$ cat src/rtl/pfd_pkg.sv
package pfd_pkg;

    typedef enum logic [1:0] {
        PH_IDLE = 2'd0,
        PH_UP   = 2'd1,
        PH_DN   = 2'd2
    } ph_state_e;

    typedef struct packed {
        logic ref_rise;
        logic fb_rise;
    } edge_pair_t;

    localparam int unsigned CH_REF = 1;
    localparam int unsigned CH_FB  = 0;
    localparam int unsigned N_CH   = 2;

    // Detector transition: a rise on both inputs, whether already pending
    // or new, clears back to idle in the same cycle.
    function automatic ph_state_e ph_next(input ph_state_e s, input edge_pair_t e);
        ph_state_e n;
        n = s;
        case (s)
            PH_IDLE: begin
                if (e.ref_rise && !e.fb_rise)      n = PH_UP;
                else if (e.fb_rise && !e.ref_rise) n = PH_DN;
                else                               n = PH_IDLE;
            end
            PH_UP:   n = e.fb_rise  ? PH_IDLE : PH_UP;
            PH_DN:   n = e.ref_rise ? PH_IDLE : PH_DN;
            default: n = PH_IDLE;
        endcase
        return n;
    endfunction

endpackage

$ cat src/rtl/pfd_edge_sense.sv
module pfd_edge_sense #(
    parameter int unsigned CH = 2
) (
    input  logic          clk,
    input  logic          rst,
    input  logic [CH-1:0] lvl,
    output logic [CH-1:0] rise
);
    logic [CH-1:0] prev_q;

    for (genvar g = 0; g < CH; g++) begin : g_ch
        always_ff @(posedge clk) begin
            if (rst) prev_q[g] <= 1'b0;
            else     prev_q[g] <= lvl[g];
        end
        assign rise[g] = lvl[g] & ~prev_q[g];

        // a level held high cannot report a second rise
        p_single_rise_r2: assert property (@(posedge clk) disable iff (rst)
            (rise[g] && lvl[g]) |=> !rise[g]);
    end

endmodule

$ cat src/rtl/pfd_phase_core.sv
module pfd_phase_core
    import pfd_pkg::*;
(
    input  logic       clk,
    input  logic       rst,
    input  edge_pair_t edges,
    output logic       up_n,
    output logic       dn_n
);
    ph_state_e st_q;

    always_ff @(posedge clk) begin
        if (rst) st_q <= PH_IDLE;
        else     st_q <= ph_next(st_q, edges);
    end

    assign up_n = (st_q != PH_UP);
    assign dn_n = (st_q != PH_DN);

    // a lone reference rise from idle opens an up pulse
    p_up_open_r3: assert property (@(posedge clk) disable iff (rst)
        (up_n && dn_n && edges.ref_rise && !edges.fb_rise) |=> !up_n);

    // a held down pulse lasts until the reference rises
    p_dn_hold_r4: assert property (@(posedge clk) disable iff (rst)
        (!dn_n && !edges.ref_rise) |=> !dn_n);

    // coincident rises from idle leave both outputs inactive
    p_tie_quiet_r5: assert property (@(posedge clk) disable iff (rst)
        (up_n && dn_n && edges.ref_rise && edges.fb_rise) |=> (up_n && dn_n));

    // further reference rises do not end an up pulse
    p_up_hold_r6: assert property (@(posedge clk) disable iff (rst)
        (!up_n && !edges.fb_rise) |=> !up_n);

    // the feedback rise ends an up pulse
    p_up_close_r3: assert property (@(posedge clk) disable iff (rst)
        (!up_n && edges.fb_rise) |=> up_n);

endmodule

$ cat src/rtl/pfd_lock_filter.sv
module pfd_lock_filter #(
    parameter int unsigned QUIET_W = 8,
    parameter int unsigned WIDTH_W = 8
) (
    input  logic               clk,
    input  logic               rst,
    input  logic               ref_rise,
    input  logic               act,
    input  logic [QUIET_W-1:0] quiet_need,
    input  logic [WIDTH_W-1:0] wide_limit,
    output logic               locked
);
    localparam logic [QUIET_W-1:0] Q_MAX = {QUIET_W{1'b1}};
    localparam logic [WIDTH_W-1:0] W_MAX = {WIDTH_W{1'b1}};
    localparam logic [QUIET_W-1:0] Q_ONE = QUIET_W'(1);

    logic [WIDTH_W-1:0] wid_q;
    logic [QUIET_W-1:0] quiet_q;
    logic               seen_q;
    logic               too_wide;
    logic               period_quiet;
    logic [QUIET_W-1:0] quiet_inc;
    logic [QUIET_W-1:0] need_eff;

    assign too_wide     = act && (wid_q >= wide_limit);
    assign period_quiet = !(seen_q || act);
    assign quiet_inc    = (quiet_q == Q_MAX) ? quiet_q : quiet_q + Q_ONE;
    assign need_eff     = (quiet_need == '0) ? Q_ONE : quiet_need;

    always_ff @(posedge clk) begin
        if (rst) begin
            wid_q   <= '0;
            quiet_q <= '0;
            seen_q  <= 1'b0;
            locked  <= 1'b0;
        end else begin
            if (!act)              wid_q <= '0;
            else if (wid_q != W_MAX) wid_q <= wid_q + WIDTH_W'(1);

            seen_q <= ref_rise ? 1'b0 : (seen_q | act);

            if (too_wide) begin
                quiet_q <= '0;
                locked  <= 1'b0;
            end else if (ref_rise) begin
                if (period_quiet) begin
                    quiet_q <= quiet_inc;
                    if (quiet_inc >= need_eff) locked <= 1'b1;
                end else begin
                    quiet_q <= '0;
                end
            end
        end
    end

    // lock can only rise right after a reference rise
    p_lock_on_ref_r8: assert property (@(posedge clk) disable iff (rst)
        $rose(locked) |-> $past(ref_rise));

    // a pulse past the width limit drops the lock
    p_wide_drop_r9: assert property (@(posedge clk) disable iff (rst)
        too_wide |=> !locked);

    // a violation coinciding with a reference rise zeroes the count
    p_wide_wins_r10: assert property (@(posedge clk) disable iff (rst)
        (too_wide && ref_rise) |=> (quiet_q == '0 && !locked));

endmodule

$ cat src/rtl/pfd_lock_top.sv
module pfd_lock_top
    import pfd_pkg::*;
#(
    parameter int unsigned QUIET_W = 8,
    parameter int unsigned WIDTH_W = 8
) (
    input  logic               clk,
    input  logic               rst,
    input  logic               ref_in,
    input  logic               fb_in,
    input  logic [QUIET_W-1:0] quiet_need,
    input  logic [WIDTH_W-1:0] wide_limit,
    output logic               up_n,
    output logic               dn_n,
    output logic               act_raw,
    output logic               locked
);
    logic [N_CH-1:0] lvl;
    logic [N_CH-1:0] rise;
    edge_pair_t      edges;

    assign lvl[CH_REF] = ref_in;
    assign lvl[CH_FB]  = fb_in;

    pfd_edge_sense #(.CH(N_CH)) edge_i (
        .clk  (clk),
        .rst  (rst),
        .lvl  (lvl),
        .rise (rise)
    );

    assign edges.ref_rise = rise[CH_REF];
    assign edges.fb_rise  = rise[CH_FB];

    pfd_phase_core core_i (
        .clk   (clk),
        .rst   (rst),
        .edges (edges),
        .up_n  (up_n),
        .dn_n  (dn_n)
    );

    assign act_raw = ~(up_n & dn_n);

    pfd_lock_filter #(.QUIET_W(QUIET_W), .WIDTH_W(WIDTH_W)) lock_i (
        .clk        (clk),
        .rst        (rst),
        .ref_rise   (edges.ref_rise),
        .act        (act_raw),
        .quiet_need (quiet_need),
        .wide_limit (wide_limit),
        .locked     (locked)
    );

    // the two request outputs are never active together
    p_excl_r5: assert property (@(posedge clk) disable iff (rst)
        !(!up_n && !dn_n));

    // the cycle after reset shows an idle detector and no lock
    p_reset_idle_r1: assert property (@(posedge clk)
        rst |=> (up_n && dn_n && !locked));

endmodule

$ cat config.mk
export PLATFORM = sky130hd
export DESIGN_NAME = pfd_lock_top
export DESIGN_NICKNAME = d
export VERILOG_FILES = /design/src/rtl/pfd_pkg.sv /design/src/rtl/pfd_edge_sense.sv /design/src/rtl/pfd_phase_core.sv /design/src/rtl/pfd_lock_filter.sv /design/src/rtl/pfd_lock_top.sv
export SDC_FILE = /design/constraint.sdc
export NUM_CORES = 1
export LEC_CHECK = 0
export BUFFER_PORTS_ARGS = -buffer_cell sky130_fd_sc_hd__buf_4
export CAP_MARGIN = 20
export CORE_ASPECT_RATIO = 2
export CORE_MARGIN = 2
export CORE_UTILIZATION = 36
export DETAILED_ROUTE_END_ITERATION = 7
export GPL_TIMING_DRIVEN = 0
export PLACE_DENSITY = 0.54
export SLEW_MARGIN = 20
export SYNTH_ARGS = -nofsm -noshare
export SYNTH_HDL_FRONTEND = slang
export SYNTH_SLANG_ARGS = --single-unit
$ cat constraint.sdc
create_clock -name clk -period 2.9 [get_ports clk]
set_input_delay 0.58 -clock clk [delete_from_list [all_inputs] [get_ports clk]]
set_output_delay 0.58 -clock clk [all_outputs]
set_load 0.01 [all_outputs]
==> summary.md, run 1 <==
| Metric | Value |
|---|---|
| Status | complete, no violations |
| Ports | 24 |
| Period minus WS final | 2.614 ns |
| Worst-Skew Late Latency | 0.26 ns |
| Placed Cells | 265 |
| Critical Path, Cell by Cell | ha_1, and4_1, buf_2, nand2_2, and3_1, nor2_1, ha_1, a211o_1, a31oi_1, or3_1, a31oi_1 |
| Syn. warnings | 0 |
| Wirelength per Cell | 14.00 um |
| Clock sink total | 22 |
| Min-Delay Endpoint | lock_i.seen_q |
| Worst rel slew slack | 61.04% |
| Die X-Extent | 50.83 um |
| Antenna violations before repair | 0 |
| Max VDD drop | 241.0 uV |
| Finished Cell Area | 1874 sq um |
| Top_reg_cell synth | dfxtp_1 |
| Met1 GRT Util | 14.24% |
| Worst EP arrival | 2.74 ns |
| Worst r2r path cells | 11 |
| # DRC | 0 |
| Gr ovfl total | 0 |
| # fillers | 453 |
| Skew final | 0.003138 ns |
| Hold Fails Final Rpt | 0 |
| Post-DP Area | 1819 sq um |
| Syn-to-layout area delta | 18.70% |
| Final Wtd Congestion | 0.8370 |
| Mapped Nets | 230 |
| Fin Setup TNS | 0 ns |
| Ant diodes | 0 |
| Yosys reg bits | 22 |
| Drt pass-1 iters | 4 |
| Mapped Cells | 188 |
| Peak Freq | 382.6 MHz |
| Worst min path class | register to register |
| Total Wirelength | 3767 um |
| CP Launch Type | register |
| Initial core utilization | 36.75% |
| GR Util met2 | 31.48% |
| Hold depth | 2 |
| Port Buffers | 23 |
| Syn Area/Cell | 8.399 sq um |
| Post-CTS Hold Buffers | 0 |
| TritonCTS clock tree | done |
| FF-to-FF End | lock_i.locked |
| Setup slack, reg-to-reg | 0.29 ns |
| Post-synth EDFFs | 0 |
| Initial DRC count | 17 |
| Final setup fails | 0 |
| Nets | 258 |
| Post-CTS Resized | 0 |
| Asr flop ratio synth | 0% |
| Critical path fanouts, max | 7 |
| Final Max Tran Viols | 0 |
| Leak Pwr | 0.8648 nW |
| R2R Path Start | lock_i.quiet_q[0] |
| M3 GR Usage | 1.846% |
| Longest Clk Path Bufs | 2 |
| Die area | 4964 sq um |
| H-tree depth | 1 |
| GRT Total Usage | 15.79% |
| Fin cells | 269 |
| CTS root buf | clkbuf_8 |
| Number of global-route vias before repair | 1518 |
| CP max stage delay | 0.42 ns |
| Via density | 5.565 |
| Antenna-violating nets left | 0 |
| CP Capture Type | register |
| Min Hold Slack | 0.5238 ns |
| Critical path type | register to register |
| CP max stage cell | dfxtp_1 |
| Row count | 34 |
| Syn Std Cell Area | 1579 sq um |
| Core area | 4297 sq um |
| Slew @ Worst Pin | 0.5832 ns |
| Die Ht | 97.66 um |
| Yosys cell types | 42 |
| Pin count of the biggest net entering global routing | 13 |
| Share of cells above drive strength 1 | 17.21% |
| Most Used Layer, Global Route | met2 |
| Num CTS Buffers | 3 |
| RSZ-0062 raised after global routing | false |
| Clk slew on worst S/H paths | 0.08 ns |
| First-pass GRT wire length | 6210 um |
| DR vias | 1497 |
| Worst Hold Launch | lock_i.seen_q |
| HPWL after DPL | 3111 um |
| Sequential-to-total area share from yosys stat | 27.89% |
| Tcrit/Tclk final | 90.14% |
| CP required | 3.03 ns |
| PwrDens | 348.7 nW/um^2 |
| Post-CTS Setup Bufs | 0 |
| Max-cap violations | 0 |
## kinds of logic (layout without fill, tap and decap cells)
family	Yosys count	after routing	share of synthesized area (%)
AND/OR/NAND/NOR	71	71	25.67
adder cells (fa/ha/maj)	22	22	17.43
XOR/XNOR	5	5	2.774
buffers and inverters	24	51	5.942
AO/OA/AOI/OAI	42	42	18.94
multiplexers	2	2	1.347
flip-flops	22	22	27.89
## layer usage
metal	vias to the layer above	part of all wire, %
met1	707	36
met4	0	3.2
met3	10	3.1
met2	36	57
met5	-	0
li1	744	-
## cell usage after synthesis (2+ instances only)
cell	number	area [sq um]
dfxtp_1	22	440.4
ha_1	22	275.3
inv_1	20	75.07
nor2_1	18	67.56
a21oi_1	13	65.06
and3_1	8	50.05
nor3_1	8	40.04
a31oi_1	5	31.28
nand2_1	5	18.77
nand3_1	5	25.02
and2_1	4	25.02
nor2b_1	4	25.02
o21ai_0	4	20.02
a21o_1	3	22.52
a41o_1	3	30.03
and4_1	3	26.28
buf_2	3	15.01
nand2b_1	3	18.77
nor4_1	3	18.77
o2111ai_1	3	26.28
xnor2_1	3	26.28
a2111oi_2	2	30.03
nand4_1	2	12.51
nand4b_1	2	17.52
o21a_1	2	15.01
xor2_1	2	17.52
## sequential cells by signal, indices dropped and copies added (netlist names)
| name | flops |
|---|---|
| lock_i.quiet_q | 8 |
| edge_i.prev_q | 2 |
| core_i.st_q | 2 |
| lock_i.wid_q | 8 |
| lock_i.locked | 1 |
| lock_i.seen_q | 1 |
## how the worst max path moves through the flow
stage                      start             to  cells after the start
6_report       lock_i.quiet_q[0]  lock_i.locked                     11
5_1_grt        lock_i.quiet_q[0]  lock_i.locked                     11
4_1_cts        lock_i.quiet_q[0]  lock_i.locked                     11
3_5_place_dp   lock_i.quiet_q[0]  lock_i.locked                     11
3_3_place_gp   lock_i.quiet_q[0]  lock_i.locked                     11
2_1_floorplan  lock_i.quiet_q[0]  lock_i.locked                     10
## cells in the final DEF (no fill, tap or decap), types with 3 or more instances in the layout
cell,Yosys,layout
ha_1,22,22
nand2_1,5,5
a21oi_1,13,13
a21o_1,3,3
inv_1,20,20
clkbuf_8,0,4
xnor2_1,3,3
nand3_1,5,5
nor4_1,3,3
a41o_1,3,3
dfxtp_1,22,22
buf_2,3,3
and3_1,8,8
and2_1,4,4
o21ai_0,4,4
nor2_1,18,18
nor3_1,8,8
o2111ai_1,3,3
nand2b_1,3,3
nor2b_1,4,4
buf_4,0,23
a31oi_1,5,5
and4_1,3,3
## layout make-up
type / count / area (sq um) / area share, %
Inverter: 20 / 75.07 / 4.005
Sequential cell: 22 / 440.4 / 23.50
Timing Repair Buffer: 23 / 172.7 / 9.212
Buffer: 4 / 18.77 / 1.001
Multi-Input combinational cell: 142 / 1045 / 55.74
Tap cell: 54 / 67.56 / 3.605
Clock buffer: 4 / 55.05 / 2.937
## per-stage QoR
step	total power, mW	setup slack [ns]	util [%]
3_3_place_gp	0.4378	0.2966	42.34
3_5_place_dp	0.4439	0.2875	42.34
5_1_grt	0.6876	0.1517	43.62
6_report	0.6536	0.2860	43.62
2_1_floorplan	0.3946	0.6191	-
4_1_cts	0.6625	0.2695	43.62
## critical path: cells and delay by family (launching register included)
family                   cells  cell delay, ns
AND/OR/NAND/NOR              5            0.82
adder cells (fa/ha/maj)      2            0.54
AO/OA/AOI/OAI                3            0.52
flip-flops                   1            0.42
buffers and inverters        1            0.17
## where the power goes
part / total, mW / internal (mW) / switching [mW] / leakage, nW
Clock: 0.218 / 0.121 / 0.0968 / 0.0288
Combinational: 0.118 / 0.0567 / 0.0614 / 0.658
Sequential: 0.318 / 0.310 / 0.00804 / 0.178
Power figures use the tool's default switching activity.
==> run 2, diff against run 1 <==
--- a/config.mk
+++ b/config.mk
@@ -5,6 +5,7 @@
 export SDC_FILE = /design/constraint.sdc
 export NUM_CORES = 1
 export LEC_CHECK = 0
+export ABC_AREA = 1
 export BUFFER_PORTS_ARGS = -buffer_cell sky130_fd_sc_hd__buf_4
 export CAP_MARGIN = 20
 export CORE_ASPECT_RATIO = 2
==> run 2 against run 1 <==
Combinational power fell by 6%. Hold slack got worse by 0.041 ns. Via count down 4.3%. Critical path type unchanged. Non-clock buffer count down 4. Worst setup slack improved by 0.49 ns. Count of clock-buffer cells in the layout is 1 lower. Critical path depth grew 4. Critical endpoint unchanged. Largest cell class unchanged. Clock skew about the same. Fmax up 23%.
==> summary.md, run 2 <==
| Metric | Value |
|---|---|
| Status | complete, no violations |
| Wirelength per Cell | 9.435 um (-33%) |
| Yosys cell types | 24 (-43%) |
| Crit path buf inv count | 1 (unchanged) |
| Clock share of power | 30.0% (-3.3 points) |
| Syn. warnings | 0 (unchanged) |
| Largest area contributor in the netlist | dfxtp_1 |
| Drt pass-1 iters | 4 (unchanged) |
| Asr flop ratio synth | 0% (unchanged) |
| Clock sink total | 22 (unchanged) |
| Sequential-to-total area share from yosys stat | 28.14% (+0.25 points) |
| Num CTS Buffers | 3 (unchanged) |
| CP Launch Type | register |
| GRT Total Usage | 13.57% (-2.2 points) |
| Final Max Tran Viols | 0 (unchanged) |
| Power share of the sequential group | 51.8% (+3.2 points) |
| Fin Setup TNS | 0 ns (unchanged) |
| Skew final | 0.002937 ns (-0.0002009 ns) |
| Initial core utilization | 36.79% (+0.044 points) |
| Fin cells | 313 (+16%) |
| Mapped Nets | 275 (+20%) |
| First-pass GRT wire length | 5340 um (-14%) |
| H-tree depth | 1 (unchanged) |
| Most common cell in the synthesized netlist | inv_1 |
| Max VDD drop | 224.2 uV (-7.0%) |
| Synth top area share | 28.14% (+0.25 points) |
| Peak Freq | 471.1 MHz (+23%) |
| Most common cell after layout, fill and taps aside | inv_1 |
| Critical path fanouts, max | 8 (+1) |
| Clk slew on worst S/H paths | 0.07 ns (about the same) |
| Via density | 4.575 (-18%) |
| Max-cap violations | 0 (unchanged) |
| Area contributors post-synth | dfxtp_1 28%, ha_1 18%, inv_1 12% |
| Period minus WS final | 2.123 ns (-0.4913 ns) |
| Top Registers | lock_i.quiet_q x8, lock_i.wid_q x8 |
| Antenna violations before repair | 0 (unchanged) |
| Row count | 34 (unchanged) |
| Total Wirelength | 2953 um (-22%) |
| CP max stage delay | 0.38 ns (-0.04 ns) |
| Power Internal | 453.3 uW (-7.0%) |
| Worst rel slew slack | 75.11% (+14 points) |
| CP required | 3.04 ns (about the same) |
| Ant diodes | 0 (unchanged) |
| Die area | 4923 sq um (-0.82%) |
| Top_reg_cell synth | dfxtp_1 |
| Logic pwr share | 18.1% (about the same) |
| Leak Pwr | 0.9657 nW (+12%) |
| Placed Cells | 310 (+17%) |
| # fillers | 457 (+0.88%) |
| Sw Ratio | 25.87% (+0.43 points) |
| Critical path's top delay family | simple AND/OR/NAND/NOR gates |
| CTS root buf | clkbuf_8 |
| Number of global-route vias before repair | 1347 (-11%) |
| Seq. cell area | 440.4 sq um (unchanged) |
| Longest Clk Path Bufs | 2 (unchanged) |
| Pin count of the biggest net entering global routing | 12 (-1) |
| Antenna-violating nets left | 0 (unchanged) |
| Core area | 4254 sq um (-0.99%) |
| Final setup fails | 0 (unchanged) |
| PwrDens | 331.1 nW/um^2 (-5.1%) |
| Die X-Extent | 50.63 um (-0.40%) |
| Gr ovfl total | 0 (unchanged) |
| CP Capture Type | register |
| Critical Path, Cell by Cell | ha_1, nand2_1, nor2_4, nand2_2, o21ai_1, inv_1, ha_1, nand2_1, nand3_1, nand2_1, nand2_1, nand2_1, nand2_1, a21oi_1, nor2_1 |
| # DRC | 0 (unchanged) |
| Worst min path class | register to register |
| Critical path type | register to register |
| Mapped Cells | 233 (+24%) |
| Post-CTS Resized | 0 (unchanged) |
| Syn-to-layout area delta | 17.99% |
| Sw Pwr | 158.2 uW (-4.9%) |
| Share of cells above drive strength 1 | 13.51% (-3.7 points) |
| R2R Path Start | lock_i.quiet_q[0] |
| Syn Area/Cell | 6.718 sq um (-20%) |
| Die Ht | 97.25 um (-0.42%) |
| Critical Path Start | lock_i.quiet_q[0] |
| TritonCTS clock tree | done |
| DR vias | 1432 (-4.3%) |
| Yosys reg bits | 22 (unchanged) |
| CP max stage cell | dfxtp_1 |
| Slew @ Worst Pin | 0.3722 ns (-0.2110 ns) |
| Nets | 303 (+17%) |
| Hold Fails Final Rpt | 0 (unchanged) |
| RSZ-0062 raised after global routing | false |
| Post-synth top cells | 50 x inv_1, 48 x nand2_1, 31 x nor2_1, 22 x dfxtp_1, 22 x ha_1 |
| Post-CTS Hold Buffers | 0 (unchanged) |
| Multi-input logic area | 929.6 sq um (-11%) |
| Syn Std Cell Area | 1565 sq um (-0.87%) |
| Ports | 24 (unchanged) |
| Worst-Skew Late Latency | 0.25 ns (about the same) |
| Worst Hold Launch | lock_i.locked |
| HPWL after DPL | 2436 um (-22%) |
| Post-synth EDFFs | 0 (unchanged) |
| Initial DRC count | 30 (+13) |
| Final Wtd Congestion | 0.8164 (-2.5%) |
| Tcrit/Tclk final | 73.20% (-17 points) |
| Cell mode on critical path | nand2_1 |
| Worst EP arrival | 2.26 ns (-0.48 ns) |
| Port Buffers | 23 (unchanged) |
| Commonest non-fill, non-tap cells in the layout | 50 x inv_1, 48 x nand2_1, 31 x nor2_1, 23 x buf_4 |
| Post-CTS Setup Bufs | 0 (unchanged) |
## run 2: cell families (layout without fill, tap and decap cells)
| kind of cell | Yosys count | count (layout) | synth area share, % |
|---|---|---|---|
| buf+inv | 52 | 78 | 12.47 |
| flops | 22 | 22 | 28.14 |
| compound gates | 32 | 32 | 11.99 |
| simple gates | 102 | 102 | 28.14 |
| fa+ha+maj | 22 | 22 | 17.59 |
| xor+xnor | 3 | 3 | 1.679 |
## run 2: metrics by stage
| stage | setup slack [ns] | hold slack, ns | utilization (%) | power [mW] | cell area [sq um] |
|---|---|---|---|---|---|
| CTS | 0.7695 | 0.4859 | 43.41 | 0.6243 | 1847 |
| global placement | 0.8005 | 0.4587 | 42.44 | 0.4337 | 1805 |
| global route | 0.4859 | 0.4934 | 43.41 | 0.6544 | 1847 |
| detailed placement | 0.7940 | 0.4646 | 42.44 | 0.4371 | 1805 |
| finish | 0.7773 | 0.4829 | 43.41 | 0.6115 | 1847 |
| floorplan | 1.032 | 0.4526 | - | 0.3932 | 1565 |
## run 2: path summary, 6_finish.rpt
kind              slack (ns)  cells after the start             to
setup / recovery        0.78                     15  lock_i.locked
hold / removal          0.48                      2  lock_i.locked
hold reg to reg         0.48                      2  lock_i.locked
setup reg to reg        0.78                     15  lock_i.locked
## run 2: per-layer routing
layer	wire (um)	GRT usage, %	share of wire, %	vias to the layer above
li1	-	-	-	786
met1	1401	16.57	47	626
met2	1436	23.99	49	16
met3	69	1.385	2.3	4
met4	46	4.574	1.6	0
met5	0	0	0	-
## run 2: power by group through the flow
stage	clock network, mW	registers, mW	logic, mW
finish	0.184	0.317	0.111
global route	0.206	0.318	0.130
CTS	0.194	0.317	0.113
detailed placement	0	0.324	0.113
global placement	0	0.324	0.110
floorplan	0	0.323	0.0706
## run 2: cell type report
class	instances	area share, %
clock buffers	3	2.236
inverters	52	10.57
multi-input cells	159	50.34
flip-flops and latches	22	23.85
well taps	54	3.659
repair buffers	23	9.350
## run 2: worst register-to-register path, stage by stage (launching register included)
cell	delay (ns)
dfxtp_1	0.38
ha_1	0.18
nand2_1	0.10
nor2_4	0.13
nand2_2	0.13
o21ai_1	0.17
inv_1	0.08
ha_1	0.31
nand2_1	0.07
nand3_1	0.07
nand2_1	0.06
nand2_1	0.05
nand2_1	0.05
nand2_1	0.06
a21oi_1	0.12
nor2_1	0.05
==> run 3, diff against run 2 <==
--- a/config.mk
+++ b/config.mk
@@ -13,7 +13,7 @@
 export CORE_UTILIZATION = 36
 export DETAILED_ROUTE_END_ITERATION = 7
 export GPL_TIMING_DRIVEN = 0
-export PLACE_DENSITY = 0.54
+export PLACE_DENSITY = 0.56
 export SLEW_MARGIN = 20
 export SYNTH_ARGS = -nofsm -noshare
 export SYNTH_HDL_FRONTEND = slang
==> constraint.sdc (replaced) <==
create_clock -name clk -period 1.8 [get_ports clk]
set_input_delay 0.36 -clock clk [delete_from_list [all_inputs] [get_ports clk]]
set_output_delay 0.36 -clock clk [all_outputs]
set_load 0.01 [all_outputs]
==> run 3 against run 2 <==
The flow now finishes with violations (setup timing). Power rose by 97%. Sequential power rose by 61%. Clock power rose to 2.5 times the previous value. Fmax rose by 8.7%. Largest cell class unchanged. Highest routed layer unchanged.
==> summary.md, run 3 (same netlist as run 2, synthesis figures left out) <==
| Metric | Value |
|---|---|
| Drt pass-1 iters | 4 (unchanged) |
| CP Launch Type | register |
| Most common cell after layout, fill and taps aside | inv_1 |
| Multi-input logic area | 1079 sq um (+16%) |
| RSZ-0062 raised after global routing | true |
| Pin count of the biggest net entering global routing | 14 (+2) |
| Critical path's top delay family | simple AND/OR/NAND/NOR gates |
| Ports | 24 (unchanged) |
| # DRC | 0 (unchanged) |
| Worst min path class | input pin to register |
| Final Wtd Congestion | 0.7794 (-4.5%) |
| Wirelength per Cell | 10.44 um (+11%) |
| Die X-Extent | 50.63 um (unchanged) |
| Via density | 4.693 (+2.6%) |
| Max-cap violations | 0 (unchanged) |
| Clock share of power | 38.8% (+8.8 points) |
| Longest Clk Path Bufs | 2 (unchanged) |
| Leak Pwr | 1.062 nW (+9.9%) |
| Hold Fails Final Rpt | 0 (unchanged) |
| Power share of the sequential group | 42.5% (-9.3 points) |
| Sw Ratio | 24.75% (-1.1 points) |
| Slew @ Worst Pin | 0.3941 ns (+0.02192 ns) |
| Clock sink total | 22 (unchanged) |
| Commonest non-fill, non-tap cells in the layout | 49 x inv_1, 42 x nand2_1, 30 x nor2_1, 29 x buf_4, 19 x dfxtp_1 |
| H-tree depth | 1 (unchanged) |
| Worst EP arrival | 2.11 ns (-0.15 ns) |
| Sw Pwr | 297.5 uW (+88%) |
| Clk slew on worst S/H paths | 0.09 ns (+0.02 ns) |
| Seq. cell area | 449.2 sq um (+2.0%) |
| Top Registers | lock_i.quiet_q x8, lock_i.wid_q x8 |
| Final setup fails | 1 (+1) |
| Initial DRC count | 14 (-53%) |
| Initial core utilization | 36.79% (unchanged) |
| Setup WS pre-CTS | -0.1892 ns (-0.9832 ns) |
| CP Capture Type | register |
| Share of cells above drive strength 1 | 26.12% (+13 points) |
| CP required | 1.95 ns (-1.09 ns) |
| Final Util | 49.41% (+6.0 points) |
| Die Ht | 97.25 um (unchanged) |
| Syn-to-layout area delta | 34.29% |
| Status | finished, violations left |
| Port Buffers | 23 (unchanged) |
| Die area | 4923 sq um (unchanged) |
| Max VDD drop | 361.8 uV (+61%) |
| HPWL after DPL | 2484 um (+2.0%) |
| Worst rel slew slack | 73.64% (-1.5 points) |
| Tcrit/Tclk final | 108.5% (+35 points) |
| First-pass GRT wire length | 5871 um (+9.9%) |
| Final Max Tran Viols | 0 (unchanged) |
| Crit path buf inv count | 1 (unchanged) |
| Num CTS Buffers | 3 (unchanged) |
| Skew final | 0.006384 ns (+0.003447 ns) |
| CP max stage cell | dfxtp_4 |
| Gr ovfl total | 0 (unchanged) |
| Total Wirelength | 3363 um (+14%) |
| Critical Path, Cell by Cell | ha_4, nand2_4, nor2_4, nand2_4, buf_6, nand3_2, and2_4, ha_4, a21oi_2, o21a_1, nand2_1, a21oi_1, nor2_1 |
| Row count | 34 (unchanged) |
| Peak Freq | 511.9 MHz (+8.7%) |
| Power Internal | 904.6 uW (+100%) |
| DR vias | 1511 (+5.5%) |
| CTS root buf | clkbuf_8 |
| Core area | 4254 sq um (unchanged) |
| Worst-Skew Late Latency | 0.27 ns (+0.02 ns) |
| Failing checks | setup timing |
| Nets | 311 (+2.6%) |
| Critical path type | register to register |
| CP max stage delay | 0.37 ns (about the same) |
| Logic pwr share | 18.7% (+0.6 points) |
| Post-CTS Hold Buffers | 0 (unchanged) |
| Min Hold Slack | 0.2540 ns (-0.2288 ns) |
| PwrDens | 571.9 nW/um^2 (+73%) |
| Number of global-route vias before repair | 1514 (+12%) |
| Antenna-violating nets left | 0 (unchanged) |
| Final worst slack | -0.1537 ns (-0.9310 ns) |
| # fillers | 433 (-5.3%) |
| GRT Total Usage | 15.05% (+1.5 points) |
| Ant diodes | 0 (unchanged) |
| TritonCTS clock tree | done |
| Antenna violations before repair | 0 (unchanged) |
| Critical path fanouts, max | 6 (-2) |
| Period minus WS final | 1.954 ns (-0.1690 ns) |
[run 3: cell types whose count changed in the layout (fill, tap and decap cells not counted), sizes merged]
cell / delta
buf: +8
bufinv: +1
[run 3: per-stage QoR]
stage                     power (mW)    TNS [ns]  std cells  instance area (sq um)
after floorplan               0.6364  -0.0007887        233                   1588
after global placement        0.7018     -0.1614        310                   1828
after detailed placement      0.7065     -0.1892        310                   1828
after CTS                      1.188    -0.07653        319                   1952
after global routing           1.273     -0.2410        322                   2102
final                          1.202     -0.1537        322                   2102
[run 3: final cells by class]
type,count,share of cell area [%]
Inverter,52,9.286
Clock buffer,3,1.964
Sequential cell,22,21.37
Timing Repair Buffer,31,11.43
Multi-Input combinational cell,159,51.31
Tap cell,54,3.214
Clock inverter,1,1.429
[run 3: power by group through the flow]
stage                     Sequential, mW  Clock (mW)  Combinational [mW]
final                              0.511       0.467               0.225
after global routing               0.513       0.497               0.263
after CTS                          0.511       0.482               0.195
after detailed placement           0.524           0               0.182
after global placement             0.524           0               0.178
after floorplan                    0.522           0               0.115
[run 3: final timing paths]
| kind | to | slack (ns) | depth (start not counted) | from |
|---|---|---|---|---|
| worst max register to register | lock_i.locked | -0.15 | 13 | lock_i.quiet_q[1] |
| worst min-delay path | edge_i.prev_q[0] | 0.25 | 2 | rst |
| worst max-delay path | lock_i.locked | -0.15 | 13 | lock_i.quiet_q[1] |
| worst min register to register | lock_i.locked | 0.51 | 2 | lock_i.locked |
[run 3: what timing repair did]
action,CTS,global route
buffers inserted,5,3
cloned,0,0
setup endpoints to repair,1,3
resized for setup,5,25
pin swaps,1,16
[run 3: layer usage]
layer	share of wire (%)	GRT usage, %
met1	44	16.94
met2	52	26.82
met3	2.0	1.846
met4	1.8	7.277
met5	0	0
